### config.mk
export PLATFORM = sky130hd
export DESIGN_NAME = sns_irq_agg
export DESIGN_NICKNAME = d
export VERILOG_FILES = /design/src/rtl/sia_pkg.sv /design/src/rtl/sia_event_gate.sv /design/src/rtl/sia_status_bit.sv /design/src/rtl/sia_clear_decode.sv /design/src/rtl/sns_irq_agg.sv
export SDC_FILE = /design/constraint.sdc
export NUM_CORES = 1
export LEC_CHECK = 0
export ABC_AREA = 1
export BUFFER_PORTS_ARGS = -buffer_cell sky130_fd_sc_hd__buf_2
export CAP_MARGIN = 0
export CORE_MARGIN = 2
export CORE_UTILIZATION = 50
export CTS_CLUSTER_DIAMETER = 150
export DETAILED_ROUTE_END_ITERATION = 16
export GPL_TIMING_DRIVEN = 0
export PLACE_DENSITY = 0.89
export SYNTH_ARGS = -nofsm -noshare
export SYNTH_HDL_FRONTEND = slang
export SYNTH_HIERARCHICAL = 1
export SYNTH_SLANG_ARGS = --single-unit
### constraint.sdc
create_clock -name clk -period 3.1 [get_ports clk]
set_clock_uncertainty 0.1 [all_clocks]
set_input_delay 0.31 -clock clk [delete_from_list [all_inputs] [get_ports clk]]
set_output_delay 0.31 -clock clk [all_outputs]
set_load 0.02 [all_outputs]
### src/rtl/sia_pkg.sv
package sia_pkg;
  localparam int NSRC   = 8;
  localparam int ADDR_W = 8;
  localparam int CNT_W  = 6;

  // Bit positions in the status byte; the host decodes these.
  localparam int B_WAKE   = 7;
  localparam int B_FIFO   = 6;
  localparam int B_TRANS  = 5;
  localparam int B_ORIENT = 4;
  localparam int B_PULSE  = 3;
  localparam int B_MOT1   = 2;
  localparam int B_MOT2   = 1;
  localparam int B_DRDY   = 0;
endpackage

### src/rtl/sia_event_gate.sv
module sia_event_gate
  import sia_pkg::*;
#(
  parameter int CW = CNT_W
) (
  input  logic            evt_wake,
  input  logic            fifo_ovf,
  input  logic [CW-1:0]   fifo_count,
  input  logic [CW-1:0]   fifo_wmark,
  input  logic            evt_trans,
  input  logic            evt_orient,
  input  logic            evt_pulse,
  input  logic            evt_mot1,
  input  logic            evt_mot2,
  input  logic            drdy_new,
  input  logic            drdy_ovr,
  input  logic [NSRC-1:0] irq_en,
  output logic [NSRC-1:0] level
);
  logic [NSRC-1:0] raw;

  always_comb begin
    raw           = '0;
    raw[B_WAKE]   = evt_wake;
    raw[B_FIFO]   = fifo_ovf | (fifo_count == fifo_wmark);
    raw[B_TRANS]  = evt_trans;
    raw[B_ORIENT] = evt_orient;
    raw[B_PULSE]  = evt_pulse;
    raw[B_MOT1]   = evt_mot1;
    raw[B_MOT2]   = evt_mot2;
    raw[B_DRDY]   = drdy_new | drdy_ovr;
    level         = raw & irq_en;
  end
endmodule

### src/rtl/sia_status_bit.sv
module sia_status_bit (
  input  logic clk,
  input  logic rst_n,
  input  logic primed,
  input  logic level,
  input  logic clr,
  output logic rise,
  output logic bit_q
);
  logic prev_q, prev_d;
  logic bit_d;

  always_comb begin
    rise   = primed & level & ~prev_q;
    prev_d = level;
    // A new edge wins over a clearing read in the same cycle.
    bit_d  = rise | (bit_q & ~clr);
  end

  always_ff @(posedge clk or negedge rst_n) begin
    if (!rst_n) begin
      prev_q <= 1'b0;
      bit_q  <= 1'b0;
    end else begin
      prev_q <= prev_d;
      bit_q  <= bit_d;
    end
  end

  // an edge always leaves the bit set, even under a clear.
  assert_set_wins_R8: assert property (@(posedge clk) disable iff (!rst_n)
    rise |=> bit_q);
  assert_set_only_by_edge_R2: assert property (@(posedge clk) disable iff (!rst_n)
    $rose(bit_q) |-> $past(rise));
  assert_drop_only_by_read_R5: assert property (@(posedge clk) disable iff (!rst_n)
    $fell(bit_q) |-> $past(clr));
  assert_read_clears_R5: assert property (@(posedge clk) disable iff (!rst_n)
    (clr && !rise) |=> !bit_q);
endmodule

### src/rtl/sia_clear_decode.sv
module sia_clear_decode
  import sia_pkg::*;
#(
  parameter int AW = ADDR_W,
  parameter logic [AW-1:0] A_MODE   = 'h20,
  parameter logic [AW-1:0] A_FIFO   = 'h21,
  parameter logic [AW-1:0] A_TRANS  = 'h22,
  parameter logic [AW-1:0] A_ORIENT = 'h23,
  parameter logic [AW-1:0] A_PULSE  = 'h24,
  parameter logic [AW-1:0] A_MOT1   = 'h25,
  parameter logic [AW-1:0] A_MOT2   = 'h26,
  parameter logic [AW-1:0] A_DSTAT  = 'h27,
  parameter logic [AW-1:0] A_XDAT   = 'h28,
  parameter logic [AW-1:0] A_YDAT   = 'h29,
  parameter logic [AW-1:0] A_ZDAT   = 'h2A
) (
  input  logic            clk,
  input  logic            rst_n,
  input  logic            rd_stb,
  input  logic [AW-1:0]   rd_addr,
  input  logic            drdy_rise,
  input  logic            drdy_bit,
  output logic [NSRC-1:0] clr
);
  logic armed_q, armed_d;
  logic data_rd;

  always_comb begin
    data_rd = rd_stb & ((rd_addr == A_XDAT) | (rd_addr == A_YDAT) |
                        (rd_addr == A_ZDAT));
    clr           = '0;
    clr[B_WAKE]   = rd_stb & (rd_addr == A_MODE);
    clr[B_FIFO]   = rd_stb & (rd_addr == A_FIFO);
    clr[B_TRANS]  = rd_stb & (rd_addr == A_TRANS);
    clr[B_ORIENT] = rd_stb & (rd_addr == A_ORIENT);
    clr[B_PULSE]  = rd_stb & (rd_addr == A_PULSE);
    clr[B_MOT1]   = rd_stb & (rd_addr == A_MOT1);
    clr[B_MOT2]   = rd_stb & (rd_addr == A_MOT2);
    clr[B_DRDY]   = armed_q & data_rd;

    armed_d = armed_q;
    if (drdy_rise)
      armed_d = 1'b0;
    else if (clr[B_DRDY])
      armed_d = 1'b0;
    else if (rd_stb && (rd_addr == A_DSTAT) && drdy_bit)
      armed_d = 1'b1;
  end

  always_ff @(posedge clk or negedge rst_n) begin
    if (!rst_n) armed_q <= 1'b0;
    else        armed_q <= armed_d;
  end

  // the first step of the data-ready clear exists only while the bit is set.
  assert_arm_needs_bit_R7: assert property (@(posedge clk) disable iff (!rst_n)
    armed_q |-> drdy_bit);
endmodule

### src/rtl/sns_irq_agg.sv
module sns_irq_agg
  import sia_pkg::*;
#(
  parameter int CW = CNT_W,
  parameter int AW = ADDR_W
) (
  input  logic            clk,
  input  logic            rst_n,
  input  logic            evt_wake,
  input  logic            fifo_ovf,
  input  logic [CW-1:0]   fifo_count,
  input  logic [CW-1:0]   fifo_wmark,
  input  logic            evt_trans,
  input  logic            evt_orient,
  input  logic            evt_pulse,
  input  logic            evt_mot1,
  input  logic            evt_mot2,
  input  logic            drdy_new,
  input  logic            drdy_ovr,
  input  logic [NSRC-1:0] irq_en,
  input  logic            rd_stb,
  input  logic [AW-1:0]   rd_addr,
  output logic [NSRC-1:0] status,
  output logic            irq
);
  logic            primed_q, primed_d;
  logic [NSRC-1:0] level, rise, clr;

  // Edge registers take one cycle after reset to load the live levels.
  always_comb primed_d = 1'b1;

  always_ff @(posedge clk or negedge rst_n) begin
    if (!rst_n) primed_q <= 1'b0;
    else        primed_q <= primed_d;
  end

  sia_event_gate #(.CW(CW)) u_gate (
    .evt_wake(evt_wake), .fifo_ovf(fifo_ovf), .fifo_count(fifo_count),
    .fifo_wmark(fifo_wmark), .evt_trans(evt_trans), .evt_orient(evt_orient),
    .evt_pulse(evt_pulse), .evt_mot1(evt_mot1), .evt_mot2(evt_mot2),
    .drdy_new(drdy_new), .drdy_ovr(drdy_ovr), .irq_en(irq_en), .level(level)
  );

  sia_clear_decode #(.AW(AW)) u_clr (
    .clk(clk), .rst_n(rst_n), .rd_stb(rd_stb), .rd_addr(rd_addr),
    .drdy_rise(rise[B_DRDY]), .drdy_bit(status[B_DRDY]), .clr(clr)
  );

  for (genvar g = 0; g < NSRC; g++) begin : g_bit
    sia_status_bit u_bit (
      .clk(clk), .rst_n(rst_n), .primed(primed_q), .level(level[g]),
      .clr(clr[g]), .rise(rise[g]), .bit_q(status[g])
    );
  end

  always_comb irq = |status;

  // nothing can be latched before the edge registers hold real levels.
  assert_quiet_after_reset_R10: assert property (@(posedge clk) disable iff (!rst_n)
    !primed_q |-> (status == '0));
  // the request line follows the byte through every change.
  assert_irq_tracks_R9: assert property (@(posedge clk) disable iff (!rst_n)
    $fell(irq) |-> (status == '0) && ($past(status) != '0));
endmodule

==> run_results.csv <==
group,metric,value,unit
global_route,leftover_overflow_at_the_end_of_global_routing,0,
detailed_routing,vias,1063,
floorplan,floorplan.rows,16,
layout,areaGrowthSynthToFinish,29.4,%
cts,cts_sinks,18,
cts,cts_made_buffers,3,
sta,final_count_of_hold_timing_violations,0,
logic_synthesis,average_footprint_of_a_synthesized_cell,6.52,sq um
power_and_ir_drop,power_density,339,mW/mm^2
floorplan,core_area,0.00200,sq mm
logic_synthesis,syn_inst,167,
setup_path,worst-path-buf-inv,2,
setup_path,setup.worst_path.start_class,"flop",
placed_design,gp_congestion,0.765,
cts,post_cts_buffers,0,
floorplan,io_pins,49,
detailed_routing,viasPerCell,4.30,
layout,final_layout_size_suffix_gt1_frac,0.291,
setup_path,cp_cell_sequence,"inv_1, nand2_1, nor2_1, nand2_1, buf_2",
floorplan,die_width,50.7,um
power_and_ir_drop,p_leak,0.000905,uW
logic_synthesis,synth_warnings,6,
sta,final_critical_path_time_including_i_o_delays_and_setup,1.55,ns
global_route,grt_first_pass_wirelength,3.59,mm
setup_path,cell_family_with_the_largest_share_of_critical_path_delay,"flip-flops",
sta,setup_ws,1.55,ns
layout,fillerInstances,192,
sta,slew_violations,0,
sta,rsz0062_at_grt,"no",
setup_path,r2r_setup_slack,1.97,ns
setup_path,timing.critical_path.fanout_max,4,
sta,setup_violations,0,
detailed_routing,wl_met1,863,um
setup_path,cp-end-kind,"output port",
detailed_routing,drc_errors,0,
sta,period_share,0.499,
sta,maxClockFrequency,646,MHz
setup_path,cp_data_arrival_time,1.14,ns
detailed_routing,length_of_the_first_detailed_routing_pass_in_iterations,4,
floorplan,chipHeight,50.7,um
layout,finalNonFillerCells,247,
power_and_ir_drop,post-layout-total-power,478,uW
cts,clkLatencyLatePin,0.29,ns
global_route,number_of_global_route_vias_before_repair,985,
global_route,antenna_found_initial,0,
sta,setup_tns,0,ns
cts,ctsHtreeMaxLevel,1,
placed_design,buffer_ports.inserted,48,
cts,post_cts_resized,0,
setup_path,worstPathRequired,2.69,ns
detailed_routing,avgRoutedWirePerCell,8.43,um
placed_design,hpwlAfterDp,1.76,mm
cts,clk_pin_slew,0.10,ns
logic_synthesis,netlist_area,0.00109,sq mm
detailed_routing,violation_count_after_the_first_detailed_routing_iteration,13,
cts,cts_tree,"yes",
detailed_routing,final_antenna_net_count,0,
detailed_routing,met2_length,1.09,mm
floorplan,die_area,0.00257,sq mm
cts,clock_tree.buffer_depth,2,
global_route,grt_max_degree,19,
setup_path,cpMaxStageDelayCell,"dfrtp_1",
global_route,grtUsageTotal,0.180,
layout,nets,261,
min_path,hold_class,"in2reg",
job,cap_violations,0,
sta,hold_ws,0.127,ns
logic_synthesis,syn_nets,207,
cts,root_buffer,"clkbuf_4",
detailed_routing,top_layer_in_use,"met4",
power_and_ir_drop,vdd_ir_drop_max,0.000271,V
detailed_routing,routed_wl,2.08,mm
detailed_routing,met3WireLength,93,um
placed_design,detailedPlace.worstSlack,1.77,ns
setup_path,critical_path_class,"reg2out",
layout,diode_count,0,
floorplan,initial_utilization,0.544,
placed_design,numPlacedInstances,242,
status,run_status,"finished clean",
setup_path,worst_stage_delay_on_the_critical_path,0.43,ns
setup_path,critical_path.most_common_cell,"nand2_1",
[registers in the layout (all words and copies together), names as in the netlist]
signal and flops:
primed_q 1, g_bit.u_bit/bit_q 8, u_clr/armed_q 1, g_bit.u_bit/prev_q 8
[routing by layer]
metal / vias to the layer above / global-route usage
li1: 572 / -
met1: 458 / 0.196
met2: 29 / 0.342
met3: 4 / 0.0179
met4: 0 / 0.0901
met5: - / 0
[power breakdown]
group | total, uW | switching (uW) | internal [uW]
Combinational | 81.4 | 45.1 | 36.3
Sequential | 251 | 6.62 | 244
Clock | 145 | 73.6 | 71.6
Total | 478 | 125 | 352
[worst min-delay path, delay by kind of cell]
family | cells | cell delay, ns
buffers and inverters | 2 | 0.14
AND/OR/NAND/NOR | 1 | 0.04
[metrics by stage]
stage	util	cell area (sq um)
2_1_floorplan	-	1090
6_report	0.704	1410
5_1_grt	0.704	1410
3_5_place_dp	0.681	1360
4_1_cts	0.704	1410
3_3_place_gp	0.681	1360
[placed cells by master (no fill, tap or decap), drive strengths merged]
cell	n
buf	48
a21oi	1
inv	57
nor2	20
or2	1
dlygate4sd3	1
nand4	3
conb	1
nand2	53
dfrtp	18
nand3	12
o21a	1
clkbuf	4
[final timing paths]
kind / startpoint / endpoint / cells after the start
max: g_bit[0].u_bit/bit_q / irq / 5
min: irq_en[4] / g_bit[4].u_bit/prev_q / 3
max reg2reg: primed_q / u_clr/armed_q / 5
min reg2reg: g_bit[7].u_bit/prev_q / g_bit[7].u_bit/bit_q / 3
max in group asynchronous: rst_n / g_bit[7].u_bit/bit_q / 2
min in group asynchronous: rst_n / g_bit[4].u_bit/prev_q / 2
[timing repair]
action | CTS | global route
setup endpoints to repair | 0 | 0
hold buffers | 1 | 0
hold endpoints to repair | 18 | 0
[final cells by class]
cell class | count | area (sq um) | area share
multi-input combinational | 92 | 424 | 0.301
inverter | 57 | 214 | 0.152
timing repair buffer | 49 | 250 | 0.178
clock buffer | 4 | 36.3 | 0.0258
tap | 27 | 33.8 | 0.0240
sequential | 18 | 450 | 0.320
(Power assumes the default switching activity.)
